$ cat src/rtl/cmq_pkg.sv
package cmq_pkg;

    localparam int WORD_W      = 32;
    localparam int SCOPE_LSB   = 17;
    localparam int NOTIFY_BIT  = 15;
    localparam int ST_FAIL_BIT = 0;
    localparam int ST_FULL_BIT = 1;
    localparam int ST_DONE_BIT = 2;
    localparam logic [WORD_W-1:0] SYNC_CODE = 32'd8;

    typedef enum logic [2:0] {
        SEL_MODE   = 3'd0,
        SEL_ADDR   = 3'd1,
        SEL_SIZE   = 3'd2,
        SEL_REGST  = 3'd3,
        SEL_DONEST = 3'd4,
        SEL_PRIM   = 3'd5
    } sel_e;

    typedef enum logic [1:0] {
        OP_INV   = 2'd0,
        OP_CLEAN = 2'd1,
        OP_FLUSH = 2'd2,
        OP_RSVD  = 2'd3
    } op_e;

    typedef struct packed {
        logic [7:0]        cpu;
        op_e               op;
        logic              whole;
        logic              notify;
        logic [WORD_W-1:0] addr;
        logic [WORD_W-1:0] size;
    } cmd_t;

    // Turn the staged register contents into one queue entry.
    function automatic cmd_t build_cmd(input logic [WORD_W-1:0] mode,
                                       input logic [WORD_W-1:0] addr,
                                       input logic [WORD_W-1:0] size,
                                       input logic [7:0]        cpu);
        cmd_t c;
        c.cpu    = cpu;
        c.op     = op_e'(mode[1:0]);
        c.whole  = (mode[SCOPE_LSB +: 2] != 2'd0);
        c.notify = mode[NOTIFY_BIT];
        c.addr   = c.whole ? '0 : addr;
        c.size   = c.whole ? '0 : size;
        return c;
    endfunction

endpackage

$ cat src/rtl/cmq_fifo.sv
module cmq_fifo #(
    parameter int W     = 8,
    parameter int DEPTH = 4
) (
    input  logic         clk,
    input  logic         rst,
    input  logic         push,
    input  logic [W-1:0] din,
    input  logic         pop,
    output logic [W-1:0] dout,
    output logic         valid,
    output logic         full
);
    localparam int PW = (DEPTH > 1) ? $clog2(DEPTH) : 1;
    localparam int CW = $clog2(DEPTH + 1);

    logic [W-1:0]  mem [DEPTH];
    logic [PW-1:0] wp, rp;
    logic [CW-1:0] cnt;

    function automatic logic [PW-1:0] bump(input logic [PW-1:0] p);
        return (p == PW'(DEPTH - 1)) ? '0 : p + 1'b1;
    endfunction

    assign valid = (cnt != '0);
    assign full  = (cnt == CW'(DEPTH));
    assign dout  = mem[rp];

    always_ff @(posedge clk) begin
        if (push) mem[wp] <= din;
    end

    always_ff @(posedge clk) begin
        if (rst) begin
            wp  <= '0;
            rp  <= '0;
            cnt <= '0;
        end else begin
            if (push) wp <= bump(wp);
            if (pop)  rp <= bump(rp);
            case ({push, pop})
                2'b10:   cnt <= cnt + 1'b1;
                2'b01:   cnt <= cnt - 1'b1;
                default: cnt <= cnt;
            endcase
        end
    end
endmodule

$ cat src/rtl/cmq_engine.sv
module cmq_engine
    import cmq_pkg::*;
#(
    parameter int EXEC_CYCLES = 32
) (
    input  logic clk,
    input  logic rst,
    input  logic in_valid,
    input  cmd_t in_cmd,
    output logic pop,
    output logic busy,
    output logic done_valid,
    output cmd_t done_cmd
);
    localparam int CNT_W = $clog2(EXEC_CYCLES + 1);

    logic             active;
    logic [CNT_W-1:0] cnt;
    cmd_t             cur;

    assign pop        = !active && in_valid;
    assign busy       = active;
    assign done_valid = active && (cnt == '0);
    assign done_cmd   = cur;

    always_ff @(posedge clk) begin
        if (rst) begin
            active <= 1'b0;
            cnt    <= '0;
            cur    <= '0;
        end else if (pop) begin
            active <= 1'b1;
            cnt    <= CNT_W'(EXEC_CYCLES - 1);
            cur    <= in_cmd;
        end else if (active) begin
            if (cnt == '0) active <= 1'b0;
            else           cnt    <= cnt - 1'b1;
        end
    end
endmodule

$ cat src/rtl/cmq_access.sv
module cmq_access
    import cmq_pkg::*;
#(
    parameter int NCPU  = 4,
    parameter int CPU_W = 2
) (
    input  logic              clk,
    input  logic              rst,
    input  logic              wr_mode,
    input  logic              wr_addr,
    input  logic              wr_size,
    input  logic              rd_stat,
    input  logic [CPU_W-1:0]  cpu,
    input  logic [WORD_W-1:0] wdata,
    input  logic              q_full,
    output logic              push,
    output cmd_t              push_cmd,
    output logic [WORD_W-1:0] stat_rdata,
    output logic [WORD_W-1:0] mode_q,
    output logic [WORD_W-1:0] addr_q,
    output logic [WORD_W-1:0] size_q,
    output logic              own_v,
    output logic [CPU_W-1:0]  own_id,
    output logic              own_rel
);
    logic [1:0] regst [NCPU];
    logic       hit, other;
    logic [1:0] stat_val;

    assign hit     = own_v && (own_id == cpu);
    assign other   = own_v && !hit;
    assign own_rel = rd_stat && hit;
    assign push    = own_rel && !q_full;

    // Full is judged at the moment of the releasing read.
    always_comb begin
        stat_val = regst[cpu];
        if (hit && q_full) stat_val[ST_FULL_BIT] = 1'b1;
    end

    assign stat_rdata = {{(WORD_W-2){1'b0}}, stat_val};
    assign push_cmd   = build_cmd(mode_q, addr_q, size_q, 8'(own_id));

    always_ff @(posedge clk) begin
        if (rst) begin
            own_v  <= 1'b0;
            own_id <= '0;
            mode_q <= '0;
            addr_q <= '0;
            size_q <= '0;
            for (int i = 0; i < NCPU; i++) regst[i] <= '0;
        end else begin
            if (wr_mode) begin
                if (!own_v) begin
                    own_v      <= 1'b1;
                    own_id     <= cpu;
                    mode_q     <= wdata;
                    addr_q     <= '0;
                    size_q     <= '0;
                    regst[cpu] <= '0;
                end else if (hit) begin
                    mode_q <= wdata;
                end else begin
                    regst[cpu][ST_FAIL_BIT] <= 1'b1;
                end
            end
            if (wr_addr) begin
                if (hit)        addr_q <= wdata;
                else if (other) regst[cpu][ST_FAIL_BIT] <= 1'b1;
            end
            if (wr_size) begin
                if (hit)        size_q <= wdata;
                else if (other) regst[cpu][ST_FAIL_BIT] <= 1'b1;
            end
            if (own_rel) begin
                own_v      <= 1'b0;
                regst[cpu] <= stat_val;
            end
        end
    end
endmodule

$ cat src/rtl/cmq_frontend.sv
module cmq_frontend
    import cmq_pkg::*;
#(
    parameter int NCPU        = 4,
    parameter int QDEPTH      = 4,
    parameter int EXEC_CYCLES = 32,
    localparam int CPU_W      = (NCPU > 1) ? $clog2(NCPU) : 1
) (
    input  logic              clk,
    input  logic              rst,
    input  logic              bus_valid,
    input  logic              bus_write,
    input  logic [CPU_W-1:0]  bus_cpu,
    input  logic [2:0]        bus_sel,
    input  logic [WORD_W-1:0] bus_wdata,
    output logic              bus_ready,
    output logic [WORD_W-1:0] bus_rdata,
    output logic              exec_valid,
    output logic [7:0]        exec_cpu,
    output logic [1:0]        exec_op,
    output logic              exec_whole,
    output logic              exec_notify,
    output logic [WORD_W-1:0] exec_addr,
    output logic [WORD_W-1:0] exec_size
);
    localparam int CMD_W = $bits(cmd_t);

    sel_e              sel;
    logic              acc, acc_wr, acc_rd;
    logic              q_push, q_pop, q_valid, q_full;
    cmd_t              push_cmd, head_cmd, fin_cmd;
    logic [CMD_W-1:0]  q_dout;
    logic              eng_busy, eng_done;
    logic [WORD_W-1:0] stat_rdata, mode_q, addr_q, size_q;
    logic              own_v, own_rel;
    logic [CPU_W-1:0]  own_id;
    logic [NCPU-1:0]   done_q;
    logic [WORD_W-1:0] prim_q;
    logic              sync_arm;
    logic              drain_busy;

    assign sel    = sel_e'(bus_sel);
    assign acc    = bus_valid && bus_ready;
    assign acc_wr = acc && bus_write;
    assign acc_rd = acc && !bus_write;

    cmq_access #(.NCPU(NCPU), .CPU_W(CPU_W)) u_access (
        .clk        (clk),
        .rst        (rst),
        .wr_mode    (acc_wr && sel == SEL_MODE),
        .wr_addr    (acc_wr && sel == SEL_ADDR),
        .wr_size    (acc_wr && sel == SEL_SIZE),
        .rd_stat    (acc_rd && sel == SEL_REGST),
        .cpu        (bus_cpu),
        .wdata      (bus_wdata),
        .q_full     (q_full),
        .push       (q_push),
        .push_cmd   (push_cmd),
        .stat_rdata (stat_rdata),
        .mode_q     (mode_q),
        .addr_q     (addr_q),
        .size_q     (size_q),
        .own_v      (own_v),
        .own_id     (own_id),
        .own_rel    (own_rel)
    );

    cmq_fifo #(.W(CMD_W), .DEPTH(QDEPTH)) u_fifo (
        .clk   (clk),
        .rst   (rst),
        .push  (q_push),
        .din   (push_cmd),
        .pop   (q_pop),
        .dout  (q_dout),
        .valid (q_valid),
        .full  (q_full)
    );

    assign head_cmd = cmd_t'(q_dout);

    cmq_engine #(.EXEC_CYCLES(EXEC_CYCLES)) u_engine (
        .clk        (clk),
        .rst        (rst),
        .in_valid   (q_valid),
        .in_cmd     (head_cmd),
        .pop        (q_pop),
        .busy       (eng_busy),
        .done_valid (eng_done),
        .done_cmd   (fin_cmd)
    );

    assign exec_valid  = eng_done;
    assign exec_cpu    = fin_cmd.cpu;
    assign exec_op     = fin_cmd.op;
    assign exec_whole  = fin_cmd.whole;
    assign exec_notify = fin_cmd.notify;
    assign exec_addr   = fin_cmd.addr;
    assign exec_size   = fin_cmd.size;

    // Per-CPU completion flags: a finish sets, the owner's write-one clears.
    for (genvar g = 0; g < NCPU; g++) begin : g_done
        always_ff @(posedge clk) begin
            if (rst)
                done_q[g] <= 1'b0;
            else if (eng_done && fin_cmd.notify && fin_cmd.cpu == 8'(g))
                done_q[g] <= 1'b1;
            else if (acc_wr && sel == SEL_DONEST && bus_cpu == CPU_W'(g)
                     && bus_wdata[ST_DONE_BIT])
                done_q[g] <= 1'b0;
        end
    end

    // Drain barrier on the primitive register.
    assign drain_busy = q_valid || eng_busy;
    assign bus_ready  = !(bus_valid && !bus_write && sel == SEL_PRIM
                          && sync_arm && drain_busy);

    always_ff @(posedge clk) begin
        if (rst) begin
            prim_q   <= '0;
            sync_arm <= 1'b0;
        end else if (acc_wr && sel == SEL_PRIM) begin
            prim_q   <= bus_wdata;
            sync_arm <= (bus_wdata == SYNC_CODE);
        end else if (acc_rd && sel == SEL_PRIM) begin
            sync_arm <= 1'b0;
        end
    end

    always_comb begin
        bus_rdata = '0;
        case (sel)
            SEL_MODE:   bus_rdata = mode_q;
            SEL_ADDR:   bus_rdata = addr_q;
            SEL_SIZE:   bus_rdata = size_q;
            SEL_REGST:  bus_rdata = stat_rdata;
            SEL_DONEST: bus_rdata[ST_DONE_BIT] = done_q[bus_cpu];
            SEL_PRIM:   bus_rdata = prim_q;
            default:    bus_rdata = '0;
        endcase
    end
endmodule

$ cat config.mk
export PLATFORM = sky130hd
export DESIGN_NAME = cmq_frontend
export DESIGN_NICKNAME = d
export VERILOG_FILES = /design/src/rtl/cmq_pkg.sv /design/src/rtl/cmq_fifo.sv /design/src/rtl/cmq_engine.sv /design/src/rtl/cmq_access.sv /design/src/rtl/cmq_frontend.sv
export SDC_FILE = /design/constraint.sdc
export NUM_CORES = 1
export LEC_CHECK = 0
export BUFFER_PORTS_ARGS = -buffer_cell sky130_fd_sc_hd__buf_2
export CELL_PAD_IN_SITES_DETAIL_PLACEMENT = 0
export CELL_PAD_IN_SITES_GLOBAL_PLACEMENT = 1
export CORE_MARGIN = 4
export CORE_UTILIZATION = 50
export CTS_BUF_LIST = sky130_fd_sc_hd__clkbuf_4
export DETAILED_ROUTE_END_ITERATION = 8
export PLACE_DENSITY_LB_ADDON = 0.12
export SLEW_MARGIN = 20
export SYNTH_ARGS = -nofsm -noshare
export SYNTH_HDL_FRONTEND = slang
export SYNTH_SLANG_ARGS = --single-unit
$ cat constraint.sdc
create_clock -name clk -period 10 [get_ports clk]
set_clock_uncertainty 0.2 [all_clocks]
set_input_delay 3 -clock clk [delete_from_list [all_inputs] [get_ports clk]]
set_output_delay 3 -clock clk [all_outputs]
set_load 0.005 [all_outputs]
==> summary.txt <==
Synth
  – Syn. warnings: 0
  – Top flip-flop cell by instance count after synthesis: edfxtp_1
  – Share of the synthesized area in the top cell type: 0.431
  – Number of enable-type register cells in the synthesized netlist: 288
  – Fraction of registers with async set or reset after synthesis: 0
  – Flops & latches, synth: 508
  – Cell area after synthesis: 20100 um2
  – Sequential fraction of the synthesis area: 0.650
  – Number of distinct library cell variants in the gate-level netlist after synthesis: 61
  – Post-synth top area cell: edfxtp_1
  – Synth top area cells: edfxtp_1 (43%), dfxtp_1 (22%), mux4_2 (8.2%)
  – Post-Synthesis Cells: 1613
  – Syn_area_per_cell: 12.4 um2

Critical path
  – Count of buffering cells on the critical path with inverters included: 3
  – Cell at the slowest stage of the critical path: nor3b_4
  – Required time of the worst setup path: 6.80 ns
  – Setup crit start kind: primary input
  – First element of the critical path: bus_sel[1]
  – Logic depth of the worst path, buffers included: 6
  – Kind of cell adding the most delay to the critical path: simple AND/OR/NAND/NOR gates
  – Worst Path Max Fanout: 21
  – Maximum cell stage delay along the critical path: 0.88 ns
  – Worst Reg-to-Reg Cells: 11
  – Worst reg2reg path startpoint: u_fifo.cnt[0]
  – Setup crit end kind: primary output
  – Ordered cell list for the critical path: buf_2 > nor3b_4 > buf_4 > a22oi_1 > nand2_1 > buf_2
  – Path type of the worst setup path: in -> out
  – Data arrival at the endpoint of the critical path: 4.85 ns
  – Cell repeated most along the worst path: buf_2

Flow run
  – Max-cap check violation count: 0

Clock tree
  – Number of buffers inserted to repair setup after CTS: 0
  – H-tree depth: 4
  – Clock net sink count: 508
  – Count of hold buffers inserted by post-cts repair: 0
  – TritonCTS Buffers: 135
  – Post-cts repair resize count: 0
  – Insertion delay of the later-clocked pin in the worst-skew pair: 0.80 ns
  – Buffers from clock root to sink, at most: 3
  – Library cell used as clock root buffer: clkbuf_4
  – Clock transition at the register clock pins on the worst setup and hold paths after CTS: 0.06 ns
  – TritonCTS clock tree: yes

Timing
  – Worst-Margin Slew: 1.04 ns
  – Timing-limited maximum frequency: 0.124 GHz
  – Post-layout min period: 8.05 ns
  – Endpoints failing setup: 0
  – Relative max-transition margin: 0.305
  – Setup TNS: 0 ns
  – Number of pins exceeding their max-slew limit in the final report: 0
  – Share of the clock period used by the worst path after layout: 0.805
  – Number of hold-slack violations in the final timing report: 0
  – Unrepaired setup endpoints after global routing: false

Placement
  – DP HPWL: 32500 um
  – Total of buffers placed on input and output ports: 144
  – Gp weighted congestion: 0.920
  – Count of placed standard cells including taps: 2190

Power and ir drop
  – Relative contribution of sequential cells to total power: 0.526
  – Reported leakage power: 8.36 nW
  – Switching Fraction: 0.226
  – Relative contribution of the clock network to total power: 0.431
  – Switching pwr: 0.000953 W
  – Worst IR drop on VDD: 87.4 uV
  – Int Power: 0.00327 W
  – Power density over cell area: 184 nW/um2
  – Logic gate share of total power: 0.042

Route
  – WL per Instance: 21.4 um
  – Routed length on met2: 24900 um
  – Max layer used: met4
  – Metal-1 WL: 22400 um
  – DR DRC count: 0
  – Detailed-router iteration count before antenna repair: 5
  – WL met3: 3690 um
  – Routed vias/inst: 5.66
  – Number of design-rule violations left by the first detailed-router iteration: 1070
  – Total via count in the routed design: 13800
  – Remaining antenna violation count after routing: 0
  – Final routed wirelength across all metal layers: 52100 um

Layout
  – Share of layout cells above drive strength 1: 0.254
  – Most frequent standard cell in the layout excluding fill and tap cells: nand2_1
  – Commonest non-fill, non-tap cells in the layout: nand2_1 (342), edfxtp_1 (288), dfxtp_1 (218)
  – Final cell count without fillers: 2436
  – Filler cells: 3465
  – Final-stage net count: 1852
  – Area growth from synthesis to layout: 14.2%

Global routing
  – Initial antenna violation count: 2
  – Combined global-route utilization of all metal layers: 0.238
  – Largest net degree at the start of global routing: 83
  – Total gr overflow: 0
  – Vias in the first global route: 13700
  – First-pass GRT wire length: 80200 um

Min path
  – Cells on Worst Hold Path: 2
  – Launch instance of the worst min-delay path: u_engine.done_cmd[30]
  – Type of the tightest min-delay check: reg -> reg

Run status
  – Run status: complete, no violations

Floorplanning
  – Count of pins on the block boundary: 151
  – Core Region: 39700 um2
  – Area of the die: 43400 um2
  – Vertical die dimension: 208 um
  – Die Span X: 208 um
  – Starting density of the core: 0.505
  – Placement Rows: 73
## cell type report
type | instances | area [um2] | area share
multi-input combinational | 941 | 6340 | 0.277
clock inverter | 28 | 138 | 0.00601
sequential | 508 | 13100 | 0.570
inverter | 48 | 180 | 0.00786
timing repair buffer | 168 | 907 | 0.0396
tap | 525 | 657 | 0.0287
clock buffer | 216 | 1620 | 0.0708
antenna | 2 | 5.00 | 0.000218
## cells by family (layout without fill, tap and decap cells)
kind of cell,count (synthesis),count (layout),synth area share
other,1,8,0.000187
buffers and inverters,169,460,0.0357
adder cells (fa/ha/maj),9,9,0.00599
AO/OA/AOI/OAI,279,279,0.0887
XOR/XNOR,7,7,0.00343
AND/OR/NAND/NOR,533,533,0.117
flip-flops,508,508,0.650
multiplexers,107,107,0.0989
## per-layer routing
layer  track usage  vias to the layer above
met5             0                        -
met2         0.369                      493
met3        0.0611                       89
li1              -                     6357
met4        0.0867                        0
met1         0.329                     6843
## metrics by stage
step                setup slack (ns)  utilization  instance area [um2]  total power [W]  hold WS, ns
floorplan                       2.69            -                20100          0.00238        0.235
global placement                1.97        0.532                21100          0.00245        0.240
detailed placement              1.94        0.532                21100          0.00245        0.243
CTS                             1.94        0.577                22900          0.00428        0.252
global route                    1.86        0.577                22900          0.00442        0.272
finish                          1.95        0.577                22900          0.00422        0.248
## power by group through the flow
stage,Sequential [W],Combinational (W),Clock (W)
after floorplan,0.00226,0.000116,0
after global placement,0.00227,0.000177,0
after detailed placement,0.00227,0.000179,0
after CTS,0.00222,0.000180,0.00188
after global routing,0.00222,0.000195,0.00200
final,0.00222,0.000178,0.00182
## tightest hold or removal path: stages (launching register included)
cell     delay (ns)
dfxtp_1        0.30
nand2_1        0.05
a21oi_1        0.05
## Yosys cell counts, types with 2 or more instances
cell and number:
o21ai_0 6, buf_2 27, a22o_1 2, a41o_1 3
o211ai_1 2, nor4_1 9, nor2b_1 3, mux4_2 73
o31ai_1 4, nor3b_1 2, or2_2 3, nor3_1 8
a21oi_1 145, nor2_1 52, nand2_1 342, buf_1 3
and2_1 37, mux2i_1 34, a22oi_1 62, or3_1 2
ha_1 8, edfxtp_1 288, nor3b_2 2, nand3_1 41
nand2b_1 4, o22ai_1 4, a21o_1 7, buf_4 7
dfxtp_1 220, nand4_1 10, xnor2_1 2, clkbuf_1 81
buf_6 3, nand3b_1 2, inv_1 46, o32ai_1 32
a211oi_1 4, and3_1 6, and3b_1 2, xor2_1 4
## final timing paths
path                           endpoint  slack, ns
hold reg to reg   u_engine.done_cmd[30]       0.25
setup / recovery          bus_rdata[19]       1.95
setup reg to reg          u_fifo.cnt[2]       6.27
hold / removal    u_engine.done_cmd[30]       0.25
## registers in the layout, indices dropped and copies added, names as in the netlist
register           count
u_access.mode_q       32
u_fifo.cnt             3
u_fifo.wp              2
u_fifo.mem           280
prim_q                32
u_access.size_q       32
u_access.addr_q       32
u_access.own_id        2
u_engine.cnt           6
u_access.regst         8
u_access.own_v         1
u_fifo.rp              2
sync_arm               1
done_q                 4
u_engine.done_cmd     70
u_engine.busy          1
Power figures use the tool's default switching activity.
